### src/rtl/asp_pkg.sv
package asp_pkg;

  localparam logic [1:0] FMT_I2S = 2'd0;
  localparam logic [1:0] FMT_LJ  = 2'd1;
  localparam logic [1:0] FMT_RJ  = 2'd2;

  typedef struct packed {
    logic       hit;      // slot carries a sample bit
    logic       prev_ch;  // bit belongs to the channel before the current half
    logic [7:0] pos;      // distance of the bit from the MSB
  } slot_map_t;

  // slots per channel for the chosen frame length
  function automatic int half_len(input logic frame64);
    return frame64 ? 32 : 16;
  endfunction

  // sample bits that fit into one half-frame
  function automatic int carried_bits(input logic frame64, input int sw);
    int h;
    h = half_len(frame64);
    return (h < sw) ? h : sw;
  endfunction

  // where a given slot of a half-frame lands inside a sample
  function automatic slot_map_t map_slot(input logic [1:0] fmt, input int half,
                                         input int nbits, input int slot);
    slot_map_t m;
    int p;
    m = '0;
    if (fmt == FMT_I2S) begin
      if (slot == 0) begin
        p         = half - 1;
        m.prev_ch = 1'b1;
      end else begin
        p = slot - 1;
      end
    end else if (fmt == FMT_RJ) begin
      p = slot - (half - nbits);
    end else begin
      p = slot;
    end
    m.hit = (p >= 0) && (p < nbits);
    m.pos = m.hit ? 8'(p) : 8'd0;
    return m;
  endfunction

endpackage

### src/rtl/asp_sync.sv
module asp_sync #(
  parameter int LANES = 3
) (
  input  logic             clk,
  input  logic             rst_n,
  input  logic             bclk,
  input  logic             lrck,
  input  logic [LANES-1:0] sdin,
  output logic             lrck_s,
  output logic [LANES-1:0] sdin_s,
  output logic             rise_evt,
  output logic             fall_evt
);
  localparam int W = LANES + 2;

  logic [W-1:0] st1, st2;
  logic         bclk_q;

  always_ff @(posedge clk) begin
    if (!rst_n) begin
      st1    <= '0;
      st2    <= '0;
      bclk_q <= 1'b0;
    end else begin
      st1    <= {bclk, lrck, sdin};
      st2    <= st1;
      bclk_q <= st2[W-1];
    end
  end

  assign lrck_s   = st2[W-2];
  assign sdin_s   = st2[LANES-1:0];
  assign rise_evt = st2[W-1] & ~bclk_q;
  assign fall_evt = ~st2[W-1] & bclk_q;

endmodule

### src/rtl/asp_slot_track.sv
module asp_slot_track
  import asp_pkg::*;
#(
  parameter int SLOT_W = 6,
  parameter int SW     = 24,
  parameter int IDX_W  = $clog2(SW)
) (
  input  logic             clk,
  input  logic             rst_n,
  input  logic             evt,
  input  logic             lrck,
  input  logic [1:0]       fmt,
  input  logic             frame64,
  output logic             half_edge,
  output logic             start_left,
  output logic             hit,
  output logic             bit_left,
  output logic [IDX_W-1:0] bit_idx
);
  localparam logic [SLOT_W-1:0] SLOT_MAX = '1;

  logic              seen_q, lr_q, locked_q;
  logic [SLOT_W-1:0] slot_q, slot_now;
  logic              locked_now;
  slot_map_t         m;

  assign half_edge  = seen_q && (lrck != lr_q);
  assign slot_now   = half_edge ? '0 : ((slot_q == SLOT_MAX) ? SLOT_MAX : slot_q + 1'b1);
  assign locked_now = locked_q | half_edge;
  assign start_left = (fmt == FMT_I2S) ? ~lrck : lrck;

  always_comb m = map_slot(fmt, half_len(frame64), carried_bits(frame64, SW), int'(slot_now));

  assign hit      = locked_now & m.hit;
  assign bit_left = m.prev_ch ? ~start_left : start_left;
  assign bit_idx  = IDX_W'(SW - 1 - int'(m.pos));

  always_ff @(posedge clk) begin
    if (!rst_n) begin
      seen_q   <= 1'b0;
      lr_q     <= 1'b0;
      locked_q <= 1'b0;
      slot_q   <= '0;
    end else if (evt) begin
      seen_q   <= 1'b1;
      lr_q     <= lrck;
      locked_q <= locked_now;
      slot_q   <= slot_now;
    end
  end

endmodule

### src/rtl/asp_rx_lane.sv
module asp_rx_lane #(
  parameter int SW    = 24,
  parameter int IDX_W = $clog2(SW)
) (
  input  logic             clk,
  input  logic             rst_n,
  input  logic             evt,
  input  logic             din,
  input  logic             half_edge,
  input  logic             start_left,
  input  logic             hit,
  input  logic             bit_left,
  input  logic [IDX_W-1:0] bit_idx,
  input  logic             commit,
  output logic [SW-1:0]    word_l,
  output logic [SW-1:0]    word_r
);
  logic [SW-1:0] shl, shr, l_n, r_n;

  always_comb begin
    l_n = shl;
    r_n = shr;
    if (half_edge) begin
      if (start_left) l_n = '0;
      else            r_n = '0;
    end
    if (hit) begin
      if (bit_left) l_n[bit_idx] = din;
      else          r_n[bit_idx] = din;
    end
  end

  always_ff @(posedge clk) begin
    if (!rst_n) begin
      shl    <= '0;
      shr    <= '0;
      word_l <= '0;
      word_r <= '0;
    end else if (evt) begin
      shl <= l_n;
      shr <= r_n;
      if (commit) begin
        word_l <= shl;
        word_r <= r_n;
      end
    end
  end

endmodule

### src/rtl/asp_tx_lane.sv
module asp_tx_lane #(
  parameter int SW    = 24,
  parameter int IDX_W = $clog2(SW)
) (
  input  logic             clk,
  input  logic             rst_n,
  input  logic             evt,
  input  logic             frame_start,
  input  logic             hit,
  input  logic             bit_left,
  input  logic [IDX_W-1:0] bit_idx,
  input  logic [SW-1:0]    word_l_in,
  input  logic [SW-1:0]    word_r_in,
  output logic             sdout
);
  logic [SW-1:0] hold_l, hold_r, src_l;

  assign src_l = frame_start ? word_l_in : hold_l;

  always_ff @(posedge clk) begin
    if (!rst_n) begin
      hold_l <= '0;
      hold_r <= '0;
      sdout  <= 1'b0;
    end else if (evt) begin
      if (frame_start) begin
        hold_l <= word_l_in;
        hold_r <= word_r_in;
      end
      sdout <= hit ? (bit_left ? src_l[bit_idx] : hold_r[bit_idx]) : 1'b0;
    end
  end


  tx_hold_stable_chk: assert property (@(posedge clk) disable iff (!rst_n)
    !(evt && frame_start) |=> ($stable(hold_l) && $stable(hold_r)));


  tx_idle_low_chk: assert property (@(posedge clk) disable iff (!rst_n)
    (evt && !hit) |=> !sdout);

endmodule

### src/rtl/audio_serial_port.sv
module audio_serial_port
  import asp_pkg::*;
#(
  parameter int LANES  = 3,
  parameter int SW     = 24,
  parameter int SLOT_W = 6
) (
  input  logic                clk,
  input  logic                rst_n,
  input  logic [1:0]          fmt,
  input  logic                frame64,
  input  logic                bclk,
  input  logic                lrck,
  input  logic [LANES-1:0]    sdin,
  output logic [LANES-1:0]    sdout,
  input  logic [LANES*SW-1:0] tx_left,
  input  logic [LANES*SW-1:0] tx_right,
  output logic [LANES*SW-1:0] rx_left,
  output logic [LANES*SW-1:0] rx_right,
  output logic                rx_valid
);
  localparam int IDX_W = $clog2(SW);
  localparam int LOWB  = SW - 16;

  logic             lrck_s, rise_evt, fall_evt;
  logic [LANES-1:0] sdin_s;

  logic             rx_edge, rx_start_left, rx_hit, rx_bit_left;
  logic [IDX_W-1:0] rx_idx;
  logic             tx_edge, tx_start_left, tx_hit, tx_bit_left;
  logic [IDX_W-1:0] tx_idx;

  logic got_left, got_right;
  logic rx_left_start, rx_commit, tx_frame_start;

  asp_sync #(.LANES(LANES)) u_sync (
    .clk(clk), .rst_n(rst_n), .bclk(bclk), .lrck(lrck), .sdin(sdin),
    .lrck_s(lrck_s), .sdin_s(sdin_s), .rise_evt(rise_evt), .fall_evt(fall_evt));

  asp_slot_track #(.SLOT_W(SLOT_W), .SW(SW), .IDX_W(IDX_W)) u_rx_slot (
    .clk(clk), .rst_n(rst_n), .evt(rise_evt), .lrck(lrck_s), .fmt(fmt), .frame64(frame64),
    .half_edge(rx_edge), .start_left(rx_start_left), .hit(rx_hit),
    .bit_left(rx_bit_left), .bit_idx(rx_idx));

  asp_slot_track #(.SLOT_W(SLOT_W), .SW(SW), .IDX_W(IDX_W)) u_tx_slot (
    .clk(clk), .rst_n(rst_n), .evt(fall_evt), .lrck(lrck_s), .fmt(fmt), .frame64(frame64),
    .half_edge(tx_edge), .start_left(tx_start_left), .hit(tx_hit),
    .bit_left(tx_bit_left), .bit_idx(tx_idx));

  assign rx_left_start  = rise_evt && rx_edge && rx_start_left;
  assign rx_commit      = rx_left_start && got_right;
  assign tx_frame_start = fall_evt && tx_edge && tx_start_left;

  always_ff @(posedge clk) begin
    if (!rst_n) begin
      got_left  <= 1'b0;
      got_right <= 1'b0;
      rx_valid  <= 1'b0;
    end else begin
      rx_valid <= rx_commit;
      if (rise_evt && rx_edge) begin
        if (rx_start_left) begin
          got_left  <= 1'b1;
          got_right <= 1'b0;
        end else if (got_left) begin
          got_right <= 1'b1;
        end
      end
    end
  end

  for (genvar g = 0; g < LANES; g++) begin : g_lane
    asp_rx_lane #(.SW(SW), .IDX_W(IDX_W)) u_rx (
      .clk(clk), .rst_n(rst_n), .evt(rise_evt), .din(sdin_s[g]),
      .half_edge(rx_edge), .start_left(rx_start_left), .hit(rx_hit),
      .bit_left(rx_bit_left), .bit_idx(rx_idx), .commit(rx_commit),
      .word_l(rx_left[g*SW +: SW]), .word_r(rx_right[g*SW +: SW]));

    asp_tx_lane #(.SW(SW), .IDX_W(IDX_W)) u_tx (
      .clk(clk), .rst_n(rst_n), .evt(fall_evt), .frame_start(tx_frame_start),
      .hit(tx_hit), .bit_left(tx_bit_left), .bit_idx(tx_idx),
      .word_l_in(tx_left[g*SW +: SW]), .word_r_in(tx_right[g*SW +: SW]),
      .sdout(sdout[g]));

    if (LOWB > 0) begin : g_fill

      short_frame_fill_chk: assert property (@(posedge clk) disable iff (!rst_n)
        (rx_valid && !frame64) |-> ((rx_left[g*SW +: LOWB] == '0) && (rx_right[g*SW +: LOWB] == '0)));
    end
  end


  rx_pulse_chk: assert property (@(posedge clk) disable iff (!rst_n)
    rx_valid |=> !rx_valid);


  rx_hold_chk: assert property (@(posedge clk) disable iff (!rst_n)
    !rx_valid |-> ($stable(rx_left) && $stable(rx_right)));


  rx_after_left_chk: assert property (@(posedge clk) disable iff (!rst_n)
    rx_valid |-> $past(rx_left_start));

endmodule

### config.mk
export PLATFORM = sky130hd
export DESIGN_NAME = audio_serial_port
export DESIGN_NICKNAME = d
export VERILOG_FILES = /design/src/rtl/asp_pkg.sv /design/src/rtl/asp_sync.sv /design/src/rtl/asp_slot_track.sv /design/src/rtl/asp_rx_lane.sv /design/src/rtl/asp_tx_lane.sv /design/src/rtl/audio_serial_port.sv
export SDC_FILE = /design/constraint.sdc
export NUM_CORES = 1
export LEC_CHECK = 0
export BUFFER_PORTS_ARGS = -buffer_cell sky130_fd_sc_hd__buf_2
export CORE_MARGIN = 5
export CORE_UTILIZATION = 45
export DETAILED_ROUTE_END_ITERATION = 6
export PLACE_DENSITY_LB_ADDON = 0.3
export SETUP_SLACK_MARGIN = 0.1
export SYNTH_ARGS = -nofsm -noshare
export SYNTH_HDL_FRONTEND = slang
export SYNTH_SLANG_ARGS = --single-unit
### constraint.sdc
create_clock -name clk -period 8.4 [get_ports clk]
set_input_delay 0.84 -clock clk [delete_from_list [all_inputs] [get_ports clk]]
set_output_delay 0.84 -clock clk [all_outputs]
set_load 0.02 [all_outputs]
== After elaboration in Yosys (flattened, before gate mapping) ==
Index checks and enable logic that the tools add are counted.

* Register bits after elaboration: 467
* ROM bits: 0
* Latch bits: 0
* Memories: 0
* Output and inout bits: 148
* Input port bits: 154
* RAM bits: 0
* Logic and storage cells: 162

* Bitwise logic cells: 10
* Shift operators: 0
* Multiply operators: 0
* Mux-type cells: 76
* Eq/ne operators: 5
* Div/mod/pow operators: 0
* Reductions and logical operators: 18
* $add $sub $neg: 10
* $lt $le $gt $ge: 8

{| class="wikitable"
|+ Operators by type and width
! cell !! number
|-
| 24-bit two-way mux || 27
|-
| 32-bit two-way mux || 7
|-
| 24-bit bitwise mux || 6
|-
| 32-bit by 1-bit >= comparator with 1-bit output, second input constant || 2
|-
| 32-bit < comparator || 2
|-
| 7-bit by 32-bit subtractor with 32-bit output || 2
|-
| 32-bit by 6-bit < comparator with 1-bit output, second input constant || 1
|-
| 32-bit by 2-bit subtractor with 32-bit output, second input constant || 1
|-
| 32-bit subtractor || 1
|-
| 1-bit binary-select mux with 5-bit select || 6
|-
| 6-bit two-way mux || 5
|-
| 1-bit two-way mux || 22
|-
| 6-bit by 1-bit subtractor with 7-bit output, second input constant || 2
|-
| 6-bit by 1-bit adder with 6-bit output, second input constant || 2
|-
| 6-bit equality test, second input constant || 2
|-
| 6-bit zero test || 2
|-
| 5-bit by 6-bit < comparator with 1-bit output, second input constant || 2
|-
| 1-bit logical AND || 10
|-
| 5-bit two-way mux || 2
|-
| 5-bit subtractor, first input constant || 2
|-
| 2-bit AND reduction || 4
|-
| 1-bit demux with 5-bit select || 1
|-
| 5-bit by 1-bit >= comparator with 1-bit output, second input constant || 1
|-
| 1-bit AND || 4
|-
| 6 further kinds || 11
|}

== Logic depth before layout (Yosys ltp) ==
* Word-level depth: 18
* Mapped depth: 25
* Mapped depth without buffers: 21

== Hierarchy ==
A second synthesis with hierarchy kept.

* Cells, all modules: 2444
* Area total of the unflattened synthesis: 22156.2 um^2

{| class="wikitable"
|+ Modules (own cells, without submodules)
! module !! cells an instance !! seq. area each (um^2) !! area each (um^2) !! times used
|-
| asp_rx_lane || 449 || 1921.8 || 4120.2 || 3
|-
| asp_tx_lane || 268 || 980.9 || 2451.1 || 3
|-
| asp_slot_track at u_rx_slot || 135 || 180.2 || 1002.2 || 1
|-
| asp_slot_track at u_tx_slot || 120 || 180.2 || 987.2 || 1
|-
| asp_sync || 28 || 220.2 || 335.3 || 1
|-
| audio_serial_port || 10 || 60.1 || 117.6 || 1
|}

== Worst setup path before layout ==
No wires, ideal clock.

* Kind: reg-to-reg
* From: reg u_tx_slot.slot_q[0]
* To: reg g_lane[0].u_tx.sdout
* Clock period less this slack: 4.633 ns
* Buffers on the path: 3
* Library setup time: 0.106 ns
* Required time: 8.294 ns
* Arrival time: 4.527 ns
* Stages on the path, launching flop included: 23
* Slack: 3.767 ns
* Cells stage by stage: dfxtp_1 > ha_1 > clkbuf_1 > nand4_1 > o21ai_0 > nand2_1 > ha_1 > a311o_1 > o21ai_0 > and2_1 > nand2_1 > a21oi_1 > ha_1 > clkbuf_1 > nand3_1 > mux2i_1 > clkbuf_1 > nor2_1 > a32oi_1 > o221ai_1 > o221ai_1 > o211ai_1 > o311ai_0

* Longest elaborated chain between the ends: 14
* Elaborated cells between the ends (all ways): 25
* Those cells by class: 4 x add/sub; 2 x order compare; 1 x eq/ne; 15 x mux; 1 x bitwise; 2 x reduce/logical

{| class="wikitable"
|+ RTL lines
! what !! line !! text
|-
| from (decl) || asp_slot_track.sv:23 || <nowiki>logic [SLOT_W-1:0] slot_q, slot_now;</nowiki>
|-
| from (signal assigned) || asp_slot_track.sv:48 || <nowiki>slot_q <= slot_now;</nowiki>
|-
| 6-bit by 1-bit adder with 6-bit output / 6-bit equality test (equally long branches) || asp_slot_track.sv:28 || <nowiki>assign slot_now = half_edge ? '0 : ((slot_q == SLOT_MAX) ? SLOT_MAX : slot_q + 1'b1);</nowiki>
|-
| 6-bit two-way mux * (2 in series) || asp_slot_track.sv:28 ||
|-
| 7-bit by 32-bit subtractor with 32-bit output, or another cell as far along || asp_pkg.sv:39 || <nowiki>p = slot - (half - nbits);</nowiki>
|-
| 32-bit two-way mux (on tied branches) || asp_pkg.sv:38, asp_pkg.sv:32 ||
|-
| 32-bit two-way mux || asp_pkg.sv:31 || <nowiki>if (fmt == FMT_I2S) begin</nowiki>
|-
| 32-bit by 1-bit >= comparator with 1-bit output / 32-bit < comparator (equally long branches) || asp_pkg.sv:43 || <nowiki>m.hit = (p >= 0) && (p < nbits);</nowiki>
|-
| 1-bit logical AND || asp_pkg.sv:43 ||
|-
| 5-bit two-way mux || asp_pkg.sv:44 || <nowiki>m.pos = m.hit ? 8'(p) : 8'd0;</nowiki>
|-
| 5-bit subtractor || asp_slot_track.sv:36 || <nowiki>assign bit_idx = IDX_W'(SW - 1 - int'(m.pos));</nowiki>
|-
| 1-bit binary-select mux with 5-bit select || asp_tx_lane.sv:30 || <nowiki>sdout <= hit ? (bit_left ? src_l[bit_idx] : hold_r[bit_idx]) : 1'b0;</nowiki>
|-
| 1-bit two-way mux (not written as such) || asp_tx_lane.sv:30 ||
|-
| 1-bit two-way mux || asp_tx_lane.sv:30 ||
|-
| 1-bit two-way mux * || asp_tx_lane.sv:30 ||
|-
| to (signal assigned) || asp_tx_lane.sv:30 ||
|-
| to (decl) || asp_tx_lane.sv:14 || <nowiki>output logic sdout</nowiki>
|}

Every way passes the cells marked *; elsewhere a longest branch is shown, timed or not. The select of a mux whose other input is x is not followed.
A chain may end at the register's enable or synchronous reset.

== Worst setup path after layout ==
* From: reg u_sync.st2[3]
* To: reg g_lane[2].u_rx.shl[9]

* Longest elaborated chain between the ends: 17
* Elaborated cells between the ends (all ways): 32
* Those cells by class: 3 x add/sub; 4 x order compare; 1 x eq/ne; 16 x mux; 4 x bitwise; 4 x reduce/logical

{| class="wikitable"
|+ RTL lines
! what !! line !! text
|-
| from (decl) || asp_sync.sv:16 || <nowiki>logic [W-1:0] st1, st2;</nowiki>
|-
| from (signal assigned) || asp_sync.sv:26 || <nowiki>st2 <= st1;</nowiki>
|-
| 1-bit != test || asp_slot_track.sv:27 || <nowiki>assign half_edge = seen_q && (lrck != lr_q);</nowiki>
|-
| 1-bit logical AND || asp_slot_track.sv:27 ||
|-
| 6-bit two-way mux || asp_slot_track.sv:28 ||
|-
| 7-bit by 32-bit subtractor with 32-bit output, or another cell as far along || asp_pkg.sv:39 ||
|-
| 32-bit two-way mux (on tied branches) || asp_pkg.sv:38, asp_pkg.sv:32 ||
|-
| 32-bit two-way mux || asp_pkg.sv:31 ||
|-
| 32-bit by 1-bit >= comparator with 1-bit output / 32-bit < comparator (equally long branches) || asp_pkg.sv:43 ||
|-
| 1-bit logical AND || asp_pkg.sv:43 ||
|-
| 5-bit two-way mux || asp_pkg.sv:44 ||
|-
| 5-bit subtractor || asp_slot_track.sv:36 ||
|-
| 5-bit by 6-bit < comparator with 1-bit output (not written as such) / 5-bit by 1-bit >= comparator with 1-bit output (equally long branches) || asp_rx_lane.sv:28 || <nowiki>if (bit_left) l_n[bit_idx] = din;</nowiki>
|-
| 1-bit logical AND (not written as such) || asp_rx_lane.sv:28 ||
|-
| 1-bit two-way mux (not written as such) || asp_rx_lane.sv:28 ||
|-
| 1-bit demux with 5-bit select || -- ||
|-
| 24-bit bitwise mux || asp_rx_lane.sv:28 ||
|-
| 24-bit two-way mux || asp_rx_lane.sv:28 ||
|-
| 24-bit two-way mux * || asp_rx_lane.sv:27 || <nowiki>if (hit) begin</nowiki>
|-
| to (signal assigned) || asp_rx_lane.sv:40 || <nowiki>shl <= l_n;</nowiki>
|-
| to (decl) || asp_rx_lane.sv:18 || <nowiki>logic [SW-1:0] shl, shr, l_n, r_n;</nowiki>
|}

Every way passes the cells marked *; elsewhere a longest branch is shown, timed or not.

==> results.md <==
* Area leader, netlist: dfxtp_1
* First-pass GRT wire length at 101,300 um
* Number of global-route vias before repair at 18,653
* Setup-failing EPs final at 0
* Top delay family on crit path: simple AND/OR/NAND/NOR gates
* WP data required at 8920 ps
* First-pass DRT Iterations at 7
* Ranking of synthesized cells by area: dfxtp_1, nand2_1, a21oi_1
* WP buf/inv at 0
* Failing checks: DRC
* Number of DRC markers in iteration 0 at 2,261
* Post-synth cell types at 72
* Clock transition at path regs at 60 ps
* Critical path peak fanout at 14
* Worst path max stage delay at 1060 ps
* Clk Latency, worst-skew pair at 600 ps
* Initial antenna violation count at 2
* Met2 usage at 40.33%
* Status: finished with violations
* Synth top area share at 46.04%
* Synth async-reset ratio at 0%
* Worst Reg-to-Reg Cells at 16
* CP Class: reg2reg
* Max rail drop VDD at 151.2 uV
* Core box area at 44,410 sq um
* Worst slew margin at 13.13%
* Static leakage at 9.092 nW
* GR Util met1 at 32.47%
* Pin count of the biggest net entering global routing at 157
* H-tree depth at 2
* Share of layout cells above drive strength 1 at 15.95%
* Slowest cell on the critical path: a222oi_1
* Number of synthesized flops with an enable pin at 0
* Initial Util at 45.72%
* Final ANT Viol Nets at 0
* Worst Path Arrival at 6620 ps
* Post-CTS Hold Buffers at 0
* Cell chain of the critical path: xor2_1 > nand2_1 > o21ai_0 > ha_1 > nand3_1 > a222oi_1 > and2b_1 > a21oi_1 > a2111oi_0 > ha_1 > a21boi_0 > nor2_1 > and3_1 > nor2b_1 > nand3_1 > o21ai_0
* DRC at 12
* Total power at 4.818 mW
* CTS Buf Count at 50
* Row count at 77
* CTS max path bufs at 3
* Sequential area share after synthesis at 46.04%
* Commonest non-fill, non-tap cell in the layout: nand2_1
* Tmin final at 6092 ps
* GP Congestion at 0.9189
* HP Class: reg2reg
* CTS Root Cell: clkbuf_16
* Hold depth at 1
* Avg Vias per Cell at 5.816
* Max Clk Rate at 164.1 MHz
* Met3 GRT Util at 4.540%
* Post-synthesis area per instance at 7.830 sq um
* Pin slew with the least headroom to its limit at 1303 ps
* Max-Cap Viols at 0
* Worst R2R Setup Slack at 2310 ps
* Die area at 49,470 sq um
* PD cells at 204.0 nW/um^2
* CTS sink cnt at 467
* Detailed-route via count at 19,607
* Die Span Y at 222.4 um
* Detail Placement HPWL at 43,050 um
* Io pins at 302
* Routed len/inst at 19.10 um
* Cells after Synth at 2,593
* Number of synthesized register bits at 467
* Startpoint Class: flop
* Min-delay src: u_sync.st1[2]
* Commonest cells after routing, fill and taps aside: nand2_1, dfxtp_1, a21oi_1
* TritonCTS clock tree: done
* Setup crit end kind: flop
* Input/output buffers at 301
* Yosys warning total at 0
* Fin Setup TNS at 0 ps
* PostCTS Resize Cnt at 0
* Max-slew violation count at 0
* Worst r2r src: u_sync.st2[3]
* Hold Violations, Final at 0
* Period utilization at 72.53%
* Top FF cell, synth: dfxtp_1
* Clock Skews at 15.74 ps
* Hold EP: u_sync.st2[2]
* Total wire length at 64,390 um
* Worst flop-to-flop path endpoint: g_lane[2].u_rx.shl[9]
* Post-CTS Setup Bufs at 0
* RSZ-0062 raised after global routing: no
* Total Nets Final at 2,905
* Area delta synth->final at 16.34%
* Chip width at 222.4 um
* Post-Syn Nets at 2,759
* Synthesized area at 20,300 sq um
* Busiest layer in global routing: met2
* GR Util All Layers at 24.52%
* Total gr overflow at 0
-- registers in the layout, summed over array words and instances, names as in the netlist, 3 cells and up --
| name | flops |
|---|---|
| u_sync.st1 | 5 |
| g_lane.u_rx.word_l | 72 |
| g_lane.u_tx.hold_l | 72 |
| u_sync.st2 | 5 |
| g_lane.u_rx.shl | 72 |
| g_lane.u_tx.sdout | 3 |
| g_lane.u_tx.hold_r | 72 |
| u_rx_slot.slot_q | 6 |
| u_tx_slot.slot_q | 6 |
| g_lane.u_rx.shr | 72 |
| g_lane.u_rx.word_r | 72 |
-- synthesized netlist by cell type (5+ instances only) --
master and instances:
xor2_1 5, nand3_1 134, a211oi_1 8, and3_1 22, buf_1 19, mux2i_1 66
o21ai_0 154, nor2b_1 6, xnor2_1 5, o211ai_1 25, o221ai_1 11, a21o_1 24
nand2b_1 8, and4_1 23, nand4_1 27, buf_2 11, a32o_1 12, inv_1 10
a21boi_0 42, o22ai_1 6, dfxtp_1 467, mux2_2 9, nor3_1 32, clkbuf_1 197
a21oi_1 412, nand2_1 594, a31oi_1 27, nor2_1 103, ha_1 12, o311ai_0 5
and2_1 33, a221oi_1 5
-- worst register-to-register path, delay by kind of cell, from the launching register on --
family                   cells  cell delay (ps)
flip-flops                   1              650
AND/OR/NAND/NOR              7             2610
adder cells (fa/ha/maj)      2              600
AO/OA/AOI/OAI                6             1910
XOR/XNOR                     1              270
-- cell type report --
class	instances	area, sq um
antenna	1	2.502
sequential	467	9349
inverter	11	46.29
fill	4120	20790
clock buffer	69	1403
timing repair buffer	325	1705
clock inverter	22	292.8
multi-input combinational	1884	10080
tap	592	740.7
-- cell families after synthesis --
family,synth area share (%)
AND/OR/NAND/NOR,21.79
AO/OA/AOI/OAI,22.55
flip-flops,46.04
buffers and inverters,4.615
multiplexers,3.827
adder cells (fa/ha/maj),0.7394
XOR/XNOR,0.4313
-- how the worst max path moves through the flow --
stage	from	endpoint	slack (ps)	cells after the start
6_report	u_sync.st2[3]	g_lane[2].u_rx.shl[9]	2310	16
5_1_grt	u_sync.st2[3]	g_lane[0].u_rx.shl[9]	1840	16
4_1_cts	u_sync.st2[3]	g_lane[2].u_rx.shl[9]	2390	16
3_5_place_dp	u_sync.st2[3]	g_lane[2].u_rx.shl[9]	2420	16
3_3_place_gp	u_sync.st2[3]	g_lane[0].u_rx.shl[9]	2650	16
2_1_floorplan	u_tx_slot.slot_q[0]	g_lane[0].u_tx.sdout	3770	22
-- metal layers --
metal	vias to the layer above	part of all wire, %
li1	9341	-
met1	9265	42
met2	858	47
met3	139	8.0
met4	4	3.2
met5	-	0.042
-- metrics by stage --
step	hold slack, ps	util, %	instance area [sq um]	setup WS, ps	cells
floorplan	411.9	-	20300	3767	2593
global placement	414.4	49.36	21920	2653	3279
detailed placement	426.1	49.36	21920	2425	3279
CTS	431.9	53.18	23620	2388	3370
global route	445.0	53.18	23620	1838	3370
finish	437.4	53.18	23620	2308	3371
-- power by group --
group	internal, mW	switching, mW	total (mW)
registers	2.23	0.00851	2.24
clock network	1.36	0.928	2.28
logic	0.0895	0.208	0.297
Power figures use the tool's default switching activity.
